<file path="src/rtl/cache_pkg.sv">
// Shared types for the direct-mapped write-back cache.
package cache_pkg;
    // Controller phases: idle lookup, victim write-back, block fetch, late answer.
    typedef enum logic [1:0] {
        ST_IDLE      = 2'd0,
        ST_WRITEBACK = 2'd1,
        ST_FILL      = 2'd2,
        ST_RESPOND   = 2'd3
    } cache_state_t;
endpackage

</file>
<file path="src/rtl/cache_addr_split.sv">
// Splits a byte address into word select, line index and tag.
// Assumes the address width covers the byte, word and index fields.
module cache_addr_split #(
    parameter int ADDR_W = 32,
    parameter int BOFF_W = 2,
    parameter int WSEL_W = 2,
    parameter int IDX_W  = 4,
    parameter int TAG_W  = ADDR_W - IDX_W - WSEL_W - BOFF_W
) (
    input  logic [ADDR_W-1:0] addr,
    output logic [WSEL_W-1:0] word_sel,
    output logic [IDX_W-1:0]  index,
    output logic [TAG_W-1:0]  tag
);
    // Pure field extraction; the byte offset is unused by a word interface.
    always_comb begin
        word_sel = addr[BOFF_W +: WSEL_W];
        index    = addr[BOFF_W + WSEL_W +: IDX_W];
        tag      = addr[ADDR_W-1 -: TAG_W];
    end
endmodule

</file>
<file path="src/rtl/cache_store.sv">
// Line storage: block data, tags and valid/dirty flags per line.
// One line is read combinationally through rd_idx. A fill writes a whole
// line; a word write changes one word and marks the line dirty.
// Assumes fill_en and word_wr_en never fire together.
module cache_store #(
    parameter int LINES   = 16,
    parameter int IDX_W   = 4,
    parameter int TAG_W   = 24,
    parameter int WORD_W  = 32,
    parameter int WSEL_W  = 2,
    parameter int BLOCK_W = 128
) (
    input  logic               clk,
    input  logic               rst_n,
    input  logic               flush_all,
    input  logic [IDX_W-1:0]   rd_idx,
    output logic               rd_valid,
    output logic               rd_dirty,
    output logic [TAG_W-1:0]   rd_tag,
    output logic [BLOCK_W-1:0] rd_block,
    input  logic               word_wr_en,
    input  logic [WSEL_W-1:0]  word_sel,
    input  logic [WORD_W-1:0]  word_data,
    input  logic               fill_en,
    input  logic [TAG_W-1:0]   fill_tag,
    input  logic [BLOCK_W-1:0] fill_block,
    input  logic               fill_dirty
);
    logic [LINES-1:0]   valid_q;
    logic [LINES-1:0]   dirty_q;
    logic [TAG_W-1:0]   tag_q   [LINES];
    logic [BLOCK_W-1:0] block_q [LINES];

    // Valid and dirty flags: cleared by reset or flush, set by fill/write.
    always_ff @(posedge clk) begin
        if (!rst_n || flush_all) begin
            valid_q <= '0;
            dirty_q <= '0;
        end else if (fill_en) begin
            valid_q[rd_idx] <= 1'b1;
            dirty_q[rd_idx] <= fill_dirty;
        end else if (word_wr_en) begin
            dirty_q[rd_idx] <= 1'b1;
        end
    end

    // Tag and data arrays: no reset, qualified by the valid flags.
    always_ff @(posedge clk) begin
        for (int i = 0; i < LINES; i++) begin
            if (fill_en && rd_idx == IDX_W'(i)) begin
                tag_q[i]   <= fill_tag;
                block_q[i] <= fill_block;
            end else if (word_wr_en && rd_idx == IDX_W'(i)) begin
                block_q[i][word_sel*WORD_W +: WORD_W] <= word_data;
            end
        end
    end

    // Read port for the indexed line.
    always_comb begin
        rd_valid = valid_q[rd_idx];
        rd_dirty = dirty_q[rd_idx];
        rd_tag   = tag_q[rd_idx];
        rd_block = block_q[rd_idx];
    end
endmodule

</file>
<file path="src/rtl/cache_ctrl.sv">
// Miss sequencer. Answers hits in the idle cycle. On a miss it writes a
// dirty victim back, fetches the block, then acknowledges one cycle later.
// Assumes the processor holds its request steady until acknowledged.
module cache_ctrl
    import cache_pkg::*;
(
    input  logic         clk,
    input  logic         rst_n,
    input  logic         flush,
    input  logic         cpu_req,
    input  logic         cpu_we,
    input  logic         hit,
    input  logic         victim_valid,
    input  logic         victim_dirty,
    input  logic         mem_ready,
    output cache_state_t state,
    output logic         cpu_ack,
    output logic         mem_valid,
    output logic         mem_we,
    output logic         hit_write,
    output logic         fill_en,
    output logic         flush_all
);
    cache_state_t state_q, state_d;

    // Next-phase and strobe decode.
    always_comb begin
        state_d   = state_q;
        cpu_ack   = 1'b0;
        mem_valid = 1'b0;
        mem_we    = 1'b0;
        hit_write = 1'b0;
        fill_en   = 1'b0;
        flush_all = 1'b0;
        unique case (state_q)
            ST_IDLE: begin
                if (flush) begin
                    flush_all = 1'b1;
                end else if (cpu_req) begin
                    if (hit) begin
                        cpu_ack   = 1'b1;
                        hit_write = cpu_we;
                    end else if (victim_valid && victim_dirty) begin
                        state_d = ST_WRITEBACK;
                    end else begin
                        state_d = ST_FILL;
                    end
                end
            end
            ST_WRITEBACK: begin
                mem_valid = 1'b1;
                mem_we    = 1'b1;
                if (mem_ready) state_d = ST_FILL;
            end
            ST_FILL: begin
                mem_valid = 1'b1;
                if (mem_ready) begin
                    fill_en = 1'b1;
                    state_d = ST_RESPOND;
                end
            end
            ST_RESPOND: begin
                cpu_ack = 1'b1;
                state_d = ST_IDLE;
            end
            default: state_d = ST_IDLE;
        endcase
    end

    // Phase register.
    always_ff @(posedge clk) begin
        if (!rst_n) state_q <= ST_IDLE;
        else        state_q <= state_d;
    end

    assign state = state_q;
endmodule

</file>
<file path="src/rtl/dm_wb_cache.sv">
// Direct-mapped write-back cache with multi-word lines.
// One comparator checks the indexed line; misses move whole blocks.
// Assumes the processor holds request fields steady until cpu_ack_o.
module dm_wb_cache
    import cache_pkg::*;
#(
    parameter int ADDR_W = 32,
    parameter int WORD_W = 32,
    parameter int WORDS  = 4,
    parameter int LINES  = 16
) (
    input  logic                    clk,
    input  logic                    rst_n,
    input  logic                    flush_i,
    input  logic                    cpu_req_i,
    input  logic                    cpu_we_i,
    input  logic [ADDR_W-1:0]       cpu_addr_i,
    input  logic [WORD_W-1:0]       cpu_wdata_i,
    output logic                    cpu_ack_o,
    output logic [WORD_W-1:0]       cpu_rdata_o,
    output logic                    mem_valid_o,
    output logic                    mem_we_o,
    output logic [ADDR_W-1:0]       mem_addr_o,
    output logic [WORD_W*WORDS-1:0] mem_wdata_o,
    input  logic                    mem_ready_i,
    input  logic [WORD_W*WORDS-1:0] mem_rdata_i
);
    localparam int BOFF_W  = $clog2(WORD_W / 8);
    localparam int WSEL_W  = $clog2(WORDS);
    localparam int IDX_W   = $clog2(LINES);
    localparam int TAG_W   = ADDR_W - IDX_W - WSEL_W - BOFF_W;
    localparam int BLOCK_W = WORD_W * WORDS;
    localparam int LOW_W   = WSEL_W + BOFF_W;

    logic [WSEL_W-1:0]  req_word;
    logic [IDX_W-1:0]   req_idx;
    logic [TAG_W-1:0]   req_tag;
    logic               line_valid, line_dirty, hit;
    logic [TAG_W-1:0]   line_tag;
    logic [BLOCK_W-1:0] line_block, fill_block;
    logic               hit_write, fill_en, flush_all;
    cache_state_t       state;

    cache_addr_split #(
        .ADDR_W(ADDR_W), .BOFF_W(BOFF_W), .WSEL_W(WSEL_W), .IDX_W(IDX_W), .TAG_W(TAG_W)
    ) u_split (
        .addr(cpu_addr_i), .word_sel(req_word), .index(req_idx), .tag(req_tag)
    );

    cache_store #(
        .LINES(LINES), .IDX_W(IDX_W), .TAG_W(TAG_W),
        .WORD_W(WORD_W), .WSEL_W(WSEL_W), .BLOCK_W(BLOCK_W)
    ) u_store (
        .clk(clk), .rst_n(rst_n), .flush_all(flush_all), .rd_idx(req_idx),
        .rd_valid(line_valid), .rd_dirty(line_dirty), .rd_tag(line_tag),
        .rd_block(line_block), .word_wr_en(hit_write), .word_sel(req_word),
        .word_data(cpu_wdata_i), .fill_en(fill_en), .fill_tag(req_tag),
        .fill_block(fill_block), .fill_dirty(cpu_we_i)
    );

    // Single tag comparator for the whole cache.
    assign hit = line_valid && (line_tag == req_tag);

    cache_ctrl u_ctrl (
        .clk(clk), .rst_n(rst_n), .flush(flush_i), .cpu_req(cpu_req_i),
        .cpu_we(cpu_we_i), .hit(hit), .victim_valid(line_valid),
        .victim_dirty(line_dirty), .mem_ready(mem_ready_i), .state(state),
        .cpu_ack(cpu_ack_o), .mem_valid(mem_valid_o), .mem_we(mem_we_o),
        .hit_write(hit_write), .fill_en(fill_en), .flush_all(flush_all)
    );

    // Fill merge: a store miss replaces its word in the fetched block.
    for (genvar w = 0; w < WORDS; w++) begin : g_merge
        always_comb begin
            if (cpu_we_i && req_word == WSEL_W'(w))
                fill_block[w*WORD_W +: WORD_W] = cpu_wdata_i;
            else
                fill_block[w*WORD_W +: WORD_W] = mem_rdata_i[w*WORD_W +: WORD_W];
        end
    end

    // Memory address: victim's rebuilt address during write-back, else the request block.
    always_comb begin
        if (state == ST_WRITEBACK) mem_addr_o = {line_tag, req_idx, {LOW_W{1'b0}}};
        else                       mem_addr_o = {req_tag,  req_idx, {LOW_W{1'b0}}};
    end

    assign mem_wdata_o = line_block;
    assign cpu_rdata_o = line_block[req_word*WORD_W +: WORD_W];
endmodule

</file>
<file path="config.mk">
export PLATFORM = sky130hd
export DESIGN_NAME = dm_wb_cache
export DESIGN_NICKNAME = d
export VERILOG_FILES = /design/src/rtl/cache_pkg.sv /design/src/rtl/cache_addr_split.sv /design/src/rtl/cache_store.sv /design/src/rtl/cache_ctrl.sv /design/src/rtl/dm_wb_cache.sv
export SDC_FILE = /design/constraint.sdc
export NUM_CORES = 2
export LEC_CHECK = 0
export ABC_AREA = 0
export ABC_CLOCK_PERIOD_IN_PS = 9700
export BUFFER_PORTS_ARGS = -buffer_cell sky130_fd_sc_hd__buf_2
export CAP_MARGIN = 15
export CORE_UTILIZATION = 55
export CTS_CLUSTER_SIZE = 28
export DETAILED_ROUTE_END_ITERATION = 8
export PLACE_DENSITY = 0.7
export SLEW_MARGIN = 20
export SYNTH_ARGS = -nofsm -noshare
export SYNTH_HDL_FRONTEND = slang
export SYNTH_SLANG_ARGS = --single-unit
</file>
<file path="constraint.sdc">
create_clock -name clk -period 9.7 [get_ports clk]
set_clock_uncertainty 0.15 [all_clocks]
set_input_delay 0.97 -clock clk [delete_from_list [all_inputs] [get_ports clk]]
set_output_delay 0.97 -clock clk [all_outputs]
set_load 0.02 [all_outputs]
</file>
==> flow_metrics.env <==
export IMPL_status="complete, no violations"
export IMPL_post_cts_buffers=0
export IMPL_power_density_mw_per_mm2=183.7
export IMPL_cts_tree="built"
export IMPL_crit_arrival_ns=5.86
export IMPL_drc=0
export IMPL_clk_path_buf_depth=4
export IMPL_post_route_period_util=0.7197
export IMPL_finalNetCount=7340
export IMPL_dr_pass1_iters=7
export IMPL_ff2ff_path_depth=10
export IMPL_period_needed_ns=6.982
export IMPL_io_pins=393
export IMPL_ant_nets=0
export IMPL_grt_pass1_vias=71810
export IMPL_final_util=0.6067
export IMPL_synth_main_ff_cell="edfxtp_1"
export IMPL_place_congestion=0.8961
export IMPL_coreArea_sq_mm=0.2230
export IMPL_drv_cap=0
export IMPL_die_area_sq_mm=0.2271
export IMPL_grt_overflow=0
export IMPL_clk_latency_ns=0.95
export IMPL_ys_warn_count=0
export IMPL_startpoint_type="input port"
export IMPL_cts_buffers=284
export IMPL_critPathKind="input port to output pin"
export IMPL_synth_most_common_cell="edfxtp_1"
export IMPL_grt_max_degree=131
export IMPL_syn_inst=7061
export IMPL_hold_class="input port to flip-flop"
export IMPL_wirelength_mm=399.5
export IMPL_hold_depth=1
export IMPL_reg2reg_slack_ns=4.16
export IMPL_register_area_sq_mm=0.07371
export IMPL_synth_seq_area_share=0.5952
export IMPL_rsz0062_at_grt="false"
export IMPL_nFillCells=16290
export IMPL_place_hpwl_mm=231.3
export IMPL_synthArstFlopShare=0
export IMPL_yosys_area_top_type="edfxtp_1"
export IMPL_setup_viol_count_final=0
export IMPL_p_sw_frac=0.2467
export IMPL_critPathCaptureType="output pin"
export IMPL_p_clk_frac=0.408
export IMPL_min_from="cpu_addr_i[30]"
export IMPL_timing_rr_start="u_store.tag_q[8][5]"
export IMPL_required_ns=8.58
export IMPL_ys_top_cells_by_area="edfxtp_1, mux2i_1, mux4_2"
export IMPL_vias=71640
export IMPL_synthesis_area_sq_mm=0.1238
export IMPL_leakage_nw=40.77
export IMPL_rr_endpoint="u_store.block_q[4][112]"
export IMPL_tns_ns=0
export IMPL_area_delta_synth_final_pct=9.234
export IMPL_via_per_inst=6.926
export IMPL_die_height_um=476.5
export IMPL_gr_usage_all_layers=0.3493
export IMPL_grt_pass1_wl_mm=553.7
export IMPL_worst_slew_pin_slew_ns=1.194
export IMPL_cts_resized=0
export IMPL_irDropWorstVdd_mv=0.1657
export IMPL_multi_input_area_sq_mm=0.04543
export IMPL_drt_iter0_markers=10580
export IMPL_switching_power_mw=6.131
export IMPL_slew_headroom=0.2041
export IMPL_synth_seq_cells=2466
export IMPL_syn_avg_cell_area_sq_um=17.54
export IMPL_wire_per_inst_um=38.63
export IMPL_holdPathEnd="u_store.tag_q[6][22]"
export IMPL_synth_edf_count=2432
export IMPL_p_seq_frac=0.483
export IMPL_slew_viol_final=0
export IMPL_die_x_um=476.5
export IMPL_synth_top_cell_area_share=0.5897
export IMPL_path_clk_slew_ns=0.06
export IMPL_synthTopCellsByCount="edfxtp_1, mux2i_1, mux4_2"
export IMPL_fmax_ghz=0.1432
export IMPL_antenna_found_initial=51
export IMPL_drive_gt1_frac=0.2778
export IMPL_combPwrFrac=0.108
export IMPL_crit_fanout=106
export IMPL_cts_htree_levels=5
export IMPL_clock_root_buffer="clkbuf_16"
export IMPL_numPortBuffers=386
export IMPL_hold_violations=0
export IMPL_p_int_mw=18.72
export IMPL_initial_core_util=0.5554
export IMPL_synthDistinctLibCells=67
export IMPL_clock_sinks=2466
export IMPL_num_rows=173
export IMPL_cts_hold_buffers_added=0
[how the worst max path moves through the flow]
| stage | start | end | slack [ns] | depth (start not counted) |
|---|---|---|---|---|
| floorplan | cpu_addr_i[4] | cpu_rdata_o[11] | 4.43 | 9 |
| global placement | cpu_addr_i[7] | u_store.block_q[15][83] | 2.54 | 12 |
| detailed placement | cpu_addr_i[7] | u_store.block_q[15][64] | 2.46 | 11 |
| CTS | cpu_addr_i[5] | cpu_ack_o | 2.84 | 10 |
| global route | cpu_addr_i[7] | cpu_ack_o | 2.65 | 11 |
| finish | cpu_addr_i[7] | cpu_ack_o | 2.72 | 11 |
[area by class of cell]
cell class                      instances  share of cell area
Clock inverter                        123            0.007039
Inverter                               14           0.0003885
Antenna cell                           43           0.0007955
Clock buffer                          356             0.05578
Tap cell                             2975             0.02752
Multi-Input combinational cell       3758              0.3359
Timing Repair Buffer                  609             0.02769
Sequential cell                      2466              0.5449
[metal layers]
layer,global-route usage,share of wire,vias to the layer above
li1,-,-,28460
met1,0.4503,0.35,37350
met2,0.5231,0.45,4854
met3,0.08984,0.12,962
met4,0.2368,0.073,21
met5,0,0.00051,-
[sequential cells by signal (all words and copies together), names as in the netlist]
signal	flops
u_store.valid_q	16
u_store.tag_q	384
u_store.block_q	2048
u_ctrl.state	2
u_store.dirty_q	16
[kinds of logic (layout without fill, tap and decap cells)]
| family | Yosys count | count (layout) | synth area share |
|---|---|---|---|
| AO/OA/AOI/OAI | 136 | 136 | 0.007538 |
| XOR/XNOR | 24 | 24 | 0.001697 |
| adder cells (fa/ha/maj) | 9 | 9 | 0.0009094 |
| buffers and inverters | 840 | 1102 | 0.04494 |
| flip-flops | 2466 | 2466 | 0.5952 |
| multiplexers | 3038 | 3038 | 0.3219 |
| other | 1 | 47 | 0.00003028 |
| AND/OR/NAND/NOR | 547 | 547 | 0.02775 |
[critical path, stage by stage]
cell     delay, ns
buf_8         0.62
buf_4         0.99
mux4_2        0.44
mux2i_1       0.18
xor2_1        0.31
nand4_1       0.17
o41ai_2       0.14
nand2_4       0.59
or4_1         0.72
a21oi_1       0.29
buf_2         0.23
[power groups by stage]
stage | registers [mW] | logic [mW] | clock network, mW
6_report | 12.0 | 2.69 | 10.1
5_1_grt | 12.0 | 2.78 | 10.6
4_1_cts | 12.0 | 2.61 | 10.2
3_5_place_dp | 12.2 | 2.60 | 0
3_3_place_gp | 12.2 | 2.54 | 0
2_1_floorplan | 12.2 | 1.58 | 0
[placed cells by master (no fill, tap or decap), types with 14 or more instances in the layout]
| master | n |
|---|---|
| a21oi_1 | 32 |
| a22oi_1 | 27 |
| buf_2 | 382 |
| buf_4 | 215 |
| bufinv_16 | 15 |
| clkbuf_1 | 63 |
| clkbuf_16 | 291 |
| clkinv_1 | 64 |
| clkinv_2 | 31 |
| dfxtp_1 | 34 |
| diode_2 | 43 |
| edfxtp_1 | 2432 |
| mux2_2 | 36 |
| mux2i_1 | 2128 |
| mux2i_2 | 122 |
| mux4_2 | 750 |
| nand2_1 | 175 |
| nand3_1 | 46 |
| nor2_1 | 106 |
| nor4b_4 | 56 |
| o21a_1 | 17 |
| o21ai_0 | 14 |
| or2_2 | 65 |
| or4_1 | 18 |
[per-stage QoR]
step | power, mW | hold WS (ns) | cell area (sq um) | std cells | setup slack [ns]
floorplan | 13.79 | 0.2854 | 123800 | 7064 | 4.428
global placement | 14.76 | 0.2913 | 126200 | 9822 | 2.536
detailed placement | 14.83 | 0.3022 | 126300 | 9822 | 2.465
CTS | 24.81 | 0.2198 | 134800 | 10300 | 2.839
global route | 25.39 | 0.2470 | 135200 | 10320 | 2.646
finish | 24.85 | 0.2543 | 135300 | 10340 | 2.718
No activity file was read; power rests on OpenSTA's default activity.
